==> config.mk <==
export PLATFORM = sky130hd
export DESIGN_NAME = strided_gather_engine
export DESIGN_NICKNAME = d
export VERILOG_FILES = /design/src/rtl/gather_pkg.sv /design/src/rtl/lane_gate.sv /design/src/rtl/addr_stepper.sv /design/src/rtl/result_bank.sv /design/src/rtl/strided_gather_engine.sv
export SDC_FILE = /design/constraint.sdc
export NUM_CORES = 1
export LEC_CHECK = 0
export BUFFER_PORTS_ARGS = -buffer_cell sky130_fd_sc_hd__buf_2
export CAP_MARGIN = 20
export CORE_AREA = 2 2 164 166
export DETAILED_ROUTE_END_ITERATION = 10
export DIE_AREA = 0 0 166 168
export PLACE_DENSITY = 0.84
export SLEW_MARGIN = 40
export SYNTH_ARGS = -nofsm -noshare
export SYNTH_HDL_FRONTEND = slang
export SYNTH_HIERARCHICAL = 1
export SYNTH_SLANG_ARGS = --single-unit
==> constraint.sdc <==
create_clock -name clk -period 11.4 [get_ports clk]
set_input_delay 2.28 -clock clk [delete_from_list [all_inputs] [get_ports clk]]
set_output_delay 2.28 -clock clk [all_outputs]
set_load 0.02 [all_outputs]
==> src/rtl/gather_pkg.sv <==
package gather_pkg;
  typedef enum logic [1:0] {
    GS_IDLE = 2'd0,
    GS_LANE = 2'd1,
    GS_WAIT = 2'd2,
    GS_FIN  = 2'd3
  } gstate_t;
endpackage

==> src/rtl/lane_gate.sv <==
// Decides whether the current lane is fetched from memory.
module lane_gate #(
  parameter int LANES = 8,
  localparam int IDX_W = (LANES > 1) ? $clog2(LANES) : 1,
  localparam int LEN_W = $clog2(LANES + 1)
) (
  input  logic [IDX_W-1:0] idx,
  input  logic [LANES-1:0] mask,
  input  logic [LEN_W-1:0] len,
  input  logic             bias_neg,
  output logic             fetch
);
  logic [LEN_W:0] idx_plus_bias;
  logic           in_range;

  // idx < len - bias  <=>  idx + bias < len, so no negative value is formed.
  always_comb begin
    idx_plus_bias = (LEN_W+1)'(idx) + (LEN_W+1)'(bias_neg);
    in_range      = idx_plus_bias < (LEN_W+1)'(len);
    fetch         = in_range && mask[idx];
  end
endmodule

==> src/rtl/addr_stepper.sv <==
// Running lane address: loaded with the base, advanced by the stride.
module addr_stepper #(
  parameter int ADDR_W = 16
) (
  input  logic              clk,
  input  logic              rst_n,
  input  logic              load,
  input  logic              step,
  input  logic [ADDR_W-1:0] base,
  input  logic [ADDR_W-1:0] stride,
  output logic [ADDR_W-1:0] addr
);
  logic [ADDR_W-1:0] addr_d, addr_q;

  always_comb begin
    addr_d = addr_q;
    if (load)      addr_d = base;
    else if (step) addr_d = addr_q + stride;
  end

  always_ff @(posedge clk or negedge rst_n) begin
    if (!rst_n)            addr_q <= '0;
    else if (load || step) addr_q <= addr_d;
  end

  assign addr = addr_q;
endmodule

==> src/rtl/result_bank.sv <==
// Destination vector, one register per lane.
module result_bank #(
  parameter int LANES  = 8,
  parameter int DATA_W = 32,
  localparam int IDX_W = (LANES > 1) ? $clog2(LANES) : 1
) (
  input  logic                    clk,
  input  logic                    rst_n,
  input  logic                    wr_en,
  input  logic                    wr_zero,
  input  logic [IDX_W-1:0]        wr_idx,
  input  logic [DATA_W-1:0]       wr_data,
  output logic [LANES*DATA_W-1:0] vec
);
  for (genvar g = 0; g < LANES; g++) begin : g_lane
    logic              sel;
    logic [DATA_W-1:0] lane_d, lane_q;

    always_comb begin
      sel    = wr_en && (wr_idx == IDX_W'(g));
      lane_d = wr_zero ? '0 : wr_data;
    end

    always_ff @(posedge clk or negedge rst_n) begin
      if (!rst_n)   lane_q <= '0;
      else if (sel) lane_q <= lane_d;
    end

    assign vec[g*DATA_W +: DATA_W] = lane_q;

    assert_zero_fill_R3: assert property (@(posedge clk) disable iff (!rst_n)
      (wr_en && wr_zero && wr_idx == IDX_W'(g)) |=> (lane_q == '0));
  end
endmodule

==> src/rtl/strided_gather_engine.sv <==
module strided_gather_engine #(
  parameter int LANES  = 8,
  parameter int DATA_W = 32,
  parameter int ADDR_W = 16,
  localparam int IDX_W = (LANES > 1) ? $clog2(LANES) : 1,
  localparam int LEN_W = $clog2(LANES + 1)
) (
  input  logic                    clk,
  input  logic                    rst_n,
  input  logic                    start,
  input  logic [ADDR_W-1:0]       base_addr,
  input  logic [ADDR_W-1:0]       stride,
  input  logic [LANES-1:0]        lane_mask,
  input  logic [LEN_W-1:0]        active_len,
  input  logic                    bias_neg,
  output logic                    mem_req,
  output logic [ADDR_W-1:0]       mem_addr,
  input  logic                    mem_rsp_valid,
  input  logic [DATA_W-1:0]       mem_rsp_data,
  output logic                    busy,
  output logic                    done,
  output logic [LANES*DATA_W-1:0] vec_out
);
  import gather_pkg::*;

  // Reset: asserted asynchronously, released on a clock edge.
  logic rst_meta, rst_ns;
  always_ff @(posedge clk or negedge rst_n) begin
    if (!rst_n) begin
      rst_meta <= 1'b0;
      rst_ns   <= 1'b0;
    end else begin
      rst_meta <= 1'b1;
      rst_ns   <= rst_meta;
    end
  end

  gstate_t           state_d, state_q;
  logic [IDX_W-1:0]  idx_d, idx_q;
  logic [ADDR_W-1:0] stride_q;
  logic [LANES-1:0]  mask_q;
  logic [LEN_W-1:0]  len_q;
  logic              bias_q;
  logic              load, step, wr_en, wr_zero, req, fetch, last;

  lane_gate #(.LANES(LANES)) u_gate (
    .idx(idx_q), .mask(mask_q), .len(len_q), .bias_neg(bias_q), .fetch(fetch)
  );

  addr_stepper #(.ADDR_W(ADDR_W)) u_addr (
    .clk(clk), .rst_n(rst_ns), .load(load), .step(step),
    .base(base_addr), .stride(stride_q), .addr(mem_addr)
  );

  result_bank #(.LANES(LANES), .DATA_W(DATA_W)) u_bank (
    .clk(clk), .rst_n(rst_ns), .wr_en(wr_en), .wr_zero(wr_zero),
    .wr_idx(idx_q), .wr_data(mem_rsp_data), .vec(vec_out)
  );

  assign last = (idx_q == IDX_W'(LANES - 1));

  always_comb begin
    state_d = state_q;
    idx_d   = idx_q;
    load    = 1'b0;
    step    = 1'b0;
    wr_en   = 1'b0;
    wr_zero = 1'b0;
    req     = 1'b0;
    case (state_q)
      GS_IDLE: if (start) begin
        load    = 1'b1;
        idx_d   = '0;
        state_d = GS_LANE;
      end
      GS_LANE: if (fetch) begin
        req     = 1'b1;
        state_d = GS_WAIT;
      end else begin
        wr_en   = 1'b1;
        wr_zero = 1'b1;
        step    = 1'b1;
        if (last) state_d = GS_FIN;
        else      idx_d   = idx_q + 1'b1;
      end
      GS_WAIT: if (mem_rsp_valid) begin
        wr_en   = 1'b1;
        step    = 1'b1;
        if (last) state_d = GS_FIN;
        else begin
          idx_d   = idx_q + 1'b1;
          state_d = GS_LANE;
        end
      end
      default: state_d = GS_IDLE;
    endcase
  end

  always_ff @(posedge clk or negedge rst_ns) begin
    if (!rst_ns) begin
      state_q <= GS_IDLE;
      idx_q   <= '0;
    end else begin
      state_q <= state_d;
      idx_q   <= idx_d;
    end
  end

  always_ff @(posedge clk or negedge rst_ns) begin
    if (!rst_ns) begin
      stride_q <= '0;
      mask_q   <= '0;
      len_q    <= '0;
      bias_q   <= 1'b0;
    end else if (load) begin
      stride_q <= stride;
      mask_q   <= lane_mask;
      len_q    <= active_len;
      bias_q   <= bias_neg;
    end
  end

  assign mem_req = req;
  assign busy    = (state_q != GS_IDLE);
  assign done    = (state_q == GS_FIN);

  assert_one_outstanding_R5: assert property (@(posedge clk) disable iff (!rst_ns)
    mem_req |=> !mem_req);
  assert_ascending_lanes_R5: assert property (@(posedge clk) disable iff (!rst_ns)
    (busy && $past(busy) && idx_q != $past(idx_q)) |-> (idx_q == $past(idx_q) + 1'b1));
  assert_done_pulse_R7: assert property (@(posedge clk) disable iff (!rst_ns)
    done |=> !done);
  assert_idle_quiet_R8: assert property (@(posedge clk) disable iff (!rst_ns)
    !busy |-> (!mem_req && !done));
endmodule

# Word level (Yosys, flattened, before mapping)
# Cells that the tools add are included.
word_totals:
  output_inout_bits: 275
  word_cells: 78
  reg_bits: 308
op_classes:
  add_sub_neg: 3
  muxes: 24
  n_lt_le_gt_ge: 2
  eq_ne: 14
  n_reduce_logical: 18
op_table:
  columns: ["cell", "n"]
  rows:
  - ["$mux W16", 2]
  - ["$mux W32", 1]
  - ["$add A16 B16 Y16", 1]
  - ["$eq A3 B3 Y1 const B", 4]
  - ["$mux W3", 4]
  - ["$mux W2", 5]
  - ["$logic_and A1 B1 Y1", 9]
  - ["$pmux W3 S3", 1]
  - ["$mux W1", 8]
  - ["$eq A3 B2 Y1 const B", 2]
  - ["$ne A2 B2 Y1 const B", 3]
  - ["$pmux W2 S3", 1]
  - ["$lt A5 B4 Y1", 1]
  - ["$add A3 B1 Y4", 1]
  - ["$eq A2 B2 Y1 const B", 2]
  - ["$lt A3 B4 Y1 const B", 1]
  - ["$reduce_and A4 Y1", 1]
  - ["$reduce_bool A2 Y1", 2]
  - ["$add A3 B1 Y3 const B", 1]
  - ["$bmux W1 S3", 1]
  - ["$eq A3 B1 Y1 const B", 1]
  - ["$logic_not A3 Y1", 1]
  - ["$ne A3 B3 Y1 const B", 1]
  - ["$reduce_and A3 Y1", 1]
  - ["other kinds (6)", 6]

# Depth between registers and ports, before layout
depth:
  word_depth: 7
  ltp_mapped: 14
  ltp_nobuf: 13

# Modules after synthesis
# The synthesis kept the hierarchy.
modules_own_cells:
  columns: ["mod", "cells_each", "area_each_um2", "n_inst"]
  rows:
  - ["result_bank", 586, 10407.5, 1]
  - ["strided_gather_engine", 105, 1541.5, 1]
  - ["addr_stepper", 169, 1440.1, 1]
  - ["lane_gate", 23, 195.2, 1]

# Worst setup path before layout
# Ideal clock, no wire load.
synth_timing:
  path_type: "register -> output"
  start: "reg idx_q[0]"
  end: "out mem_req"
  t_required_ns: 9.120
  arrival_time_ns: 2.264
  stages_incl_launch_ff: 9
  slack_ns: 6.856
  path_cell_list: "dfrtp_1 ha_1 ha_1 xor2_1 ha_1 a221oi_2 o21ai_1 a311oi_1 and2_1"
synth_via:
  elab_chain_len: 5
  word_cells_on_any_way: 7
synth_rtl:
  columns: ["element", "line", "text"]
  rows:
  - ["from (decl)", "strided_gather_engine.sv:39", "logic [IDX_W-1:0] idx_d, idx_q;"]
  - ["from (signal assigned)", "strided_gather_engine.sv:105", "idx_q <= idx_d;"]
  - ["$add A3 B1 Y4 or $bmux W1 S3 (tied branches)", "lane_gate.sv:18, lane_gate.sv:20", null]
  - ["$lt A5 B4 Y1 or $mux W1 (tied branches)", "lane_gate.sv:19, lane_gate.sv:20", null]
  - ["$logic_and A1 B1 Y1 *", "lane_gate.sv:20", "fetch = in_range && mask[idx];"]
  - ["named net fetch", "strided_gather_engine.sv:44", "logic load, step, wr_en, wr_zero, req, fetch, last;"]
  - ["$mux W1 *", "strided_gather_engine.sv:76", "GS_LANE: if (fetch) begin"]
  - ["$mux W1 *", "strided_gather_engine.sv:70", "case (state_q)"]
  - ["to (decl)", "strided_gather_engine.sv:16", "output logic mem_req,"]
# The timed path passes the listed nets; every way through them passes the cells marked *. The select of a mux whose other input is x is not followed.

# Final worst setup path
# Same ends and word-level chain as after synthesis.

==> impl_metrics.env <==
export IMPL_status="finished clean"
export IMPL_hold_viol=0
export IMPL_worst_setup_path_type="reg2out"
export IMPL_postCtsSetupRepairBufs=0
export IMPL_initial_core_util_pct=51.55
export IMPL_cts_sinks=308
export IMPL_vias=8865
export IMPL_intPower_uw=3261
export IMPL_clock_skew_ns=0.008369
export IMPL_holdCritPathClass="reg2async"
export IMPL_die_height_um=168
export IMPL_clock_latency_ns=0.50
export IMPL_place_gp_congestion=0.8496
export IMPL_cts_tree="yes"
export IMPL_critPathMaxFanout=16
export IMPL_fin_setup_tns_ns=0
export IMPL_cp_top_family="compound AO/OA/AOI/OAI gates"
export IMPL_yosysWarnings=6
export IMPL_p_clk_share_pct=20.6
export IMPL_synth_top_area_cell="dfrtp_1"
export IMPL_ys_seq_elements=308
export IMPL_cts_inserted_buffers=34
export IMPL_yosys_cell_types_count=66
export IMPL_grt_max_degree=79
export IMPL_synthArstFlopShare_pct=100.0
export IMPL_max_slew_margin_pct=43.47
export IMPL_p_per_area_nw_per_um2=323.2
export IMPL_dp_hpwl_um=23330
export IMPL_comb_power_share_pct=45.8
export IMPL_routed_wl_um=34540
export IMPL_grt_setup_unrepaired="false"
export IMPL_max_cap_violations=0
export IMPL_dp_slack_ns=6.453
export IMPL_root_buffer="clkbuf_16"
export IMPL_synth_edf_count=0
export IMPL_worstSetupEndpointType="output port"
export IMPL_wl_per_cell_um=21.39
export IMPL_synth_area_leaders="dfrtp_1 (57%), mux2_4 (13%), mux2_2 (13%)"
export IMPL_crit_chain="ha_1 > and3_1 > ha_1 > a221oi_2 > o21ai_1 > a311oi_1 > and2_1 > buf_2"
export IMPL_grt_usage_pct=24.73
export IMPL_cts_htree_levels=2
export IMPL_drtPass1Iterations=5
export IMPL_die_w_um=166
export IMPL_fin_crit_sh_pct=48.01
export IMPL_path_buf_inv=1
export IMPL_route_detailed_drc=0
export IMPL_rows=60
export IMPL_worst_pin_slew_ns=0.8462
export IMPL_seqPwrFrac_pct=33.6
export IMPL_yosysSeqAreaShare_pct=56.74
export IMPL_grt_pass1_vias=9295
export IMPL_die_area_sq_um=27890
export IMPL_post_route_util_pct=63.53
export IMPL_postRouteAntennaNets=0
export IMPL_syn_area_per_cell_sq_um=15.38
export IMPL_gr_total_overflow=0
export IMPL_synth_top_cell_area_share_pct=56.74
export IMPL_numPortBuffers=355
export IMPL_post_cts_resized=0
export IMPL_slowest_delay_ns=0.78
export IMPL_synth_cell_area_sq_um=13580
export IMPL_drive_gt1_share_pct=57.19
export IMPL_coreArea_sq_um=26350
export IMPL_setup_viol=0
export IMPL_synth_fp_nets=991
export IMPL_timing_final_ws_setup_ns=5.926
export IMPL_critical_path_required_ns=9.12
export IMPL_grt_pass1_wl_um=54500
export IMPL_cp_common_cell="ha_1"
export IMPL_arrival_ns=3.19
export IMPL_sw_frac_of_total_pct=39.72
export IMPL_grt_antenna_before_repair=0
export IMPL_period_needed_ns=5.474
export IMPL_synthCells=883
export IMPL_nets=1356
export IMPL_clock_fmax_mhz=182.7
export IMPL_io_pins=356
export IMPL_viasPerCell=5.489
export IMPL_clk_pin_slew_worst_paths_ns=0.06
export IMPL_crit_slowest_cell="dfrtp_1"
export IMPL_p_leak_uw=0.008674
export IMPL_drv_slew=0
export IMPL_yosys_most_used_dff="dfrtp_1"
export IMPL_drt_initial_drc_count=631
export IMPL_clock_path_buffers=3
export IMPL_start_kind="flip-flop"
export IMPL_power_switching_uw=2148
export IMPL_ctsHoldBuffers=0
export IMPL_area_delta_synth_final_pct=23.23
export IMPL_vdd_ir_drop_max_uv=210.7
-- registers in the layout, summed over array words and instances, names as in the netlist --
register / cells
bias_q: 1
len_q: 4
u_addr/addr: 16
mask_q: 8
u_bank/g_lane.lane_q: 256
rst_meta: 1
rst_ns: 1
stride_q: 16
state_q: 2
idx_q: 3
-- cells in the mapped netlist (all sizes together), types with 2 or more instances --
library cell and n:
nor4bb 2, a22oi 4, o21a 3, nor3b 3
nor2b 40, nor3 7, a21oi 19, buf 36
nand2 19, nor2 9, a21o 3, o31ai 2
a221o 2, clkbuf 6, mux2i 11, a31oi 6
mux2 289, and4b 3, xor2 2, o21ai 17
dfrtp 308, ha 26, inv 18, nand3 3
xnor2 5, or3 4, and3 3, nand3b 7
nand2b 2, o21bai 2
-- power groups by stage --
stage               combinational [uW]  sequential [uW]  clock [uW]
finish                            2480             1820        1120
global route                      2640             1870        1200
CTS                               2480             1820        1140
detailed placement                2470             1830           0
global placement                  2400             1800           0
floorplan                         1230             2250           0
-- per-layer routing --
layer	vias to the layer above	part of all wire, %	wire length, um	global-route usage [%]
met2	360	48	16650	41.04
li1	3893	-	-	-
met3	81	7.2	2483	6.300
met5	-	0	0	0
met4	0	3.2	1102	8.620
met1	4531	41	14300	31.82
-- per-stage QoR --
stage / total power (uW) / hold slack (ns) / std cells / instance area, sq um
after floorplan: 3479 / 0.3312 / 883 / 13580
after global placement: 4199 / 0.3456 / 1551 / 15530
after detailed placement: 4291 / 0.3237 / 1553 / 15570
after CTS: 5436 / 0.3286 / 1614 / 16730
after global routing: 5704 / 0.3585 / 1614 / 16740
final: 5410 / 0.3027 / 1615 / 16740
-- placed cells by master (no fill, tap or decap), types with 3 or more instances in the layout --
cell type and count:
ha_1 26, nand3_1 3, buf_2 355, clkbuf_1 3, clkbuf_16 37, or3_1 4, clkinv_2 10, a21oi_1 16
nor2b_1 37, mux2_4 121, buf_6 3, nor2_1 9, mux2i_1 11, nand3b_1 7, a31oi_1 6, a21o_1 3
a21oi_2 3, buf_4 12, and4b_2 3, mux2_1 16, nor3_1 7, and3_1 3, nand2_1 19, o21a_1 3
a22oi_1 4, o21ai_1 3, clkbuf_8 8, inv_1 16, mux2_2 152, dfrtp_1 307, xnor2_1 5, o21ai_0 14
-- cell families after synthesis --
kind of cell	count (synthesis)	synth area share (%)
DFF	308	56.74
and+or+nand+nor	111	5.195
adders and majority gates	27	2.542
muxes	300	28.11
other	1	0.02761
xor gates and xnor gates	7	0.4513
buffers and inverters	60	3.482
AOI/OAI and AO/OA	69	3.454
-- area by class of cell --
type                       instances  area, sq um
fill                            1917         9610
antenna                            1        2.502
sequential                       308         7711
timing repair buffer             371         1921
inverter                          18        67.56
clock inverter                    13        118.9
multi-input combinational        515         5445
clock buffer                      48         1047
tap                              341        426.7
-- path summary, 6_finish.rpt --
check / end / cells after the start / startpoint / slack, ns
setup / recovery: mem_req / 8 / idx_q[0] / 5.93
hold / removal: u_bank/g_lane[2].lane_q[9] / 0 / rst_ns / 0.30
setup reg to reg: u_bank/g_lane[5].lane_q[0] / 12 / idx_q[0] / 7.14
hold reg to reg: u_bank/g_lane[2].lane_q[9] / 0 / rst_ns / 0.30
max in group asynchronous: stride_q[3] / 2 / rst_ns / 9.32
min in group clk: rst_ns / 0 / rst_meta / 0.37
Power figures use the tool's default switching activity.
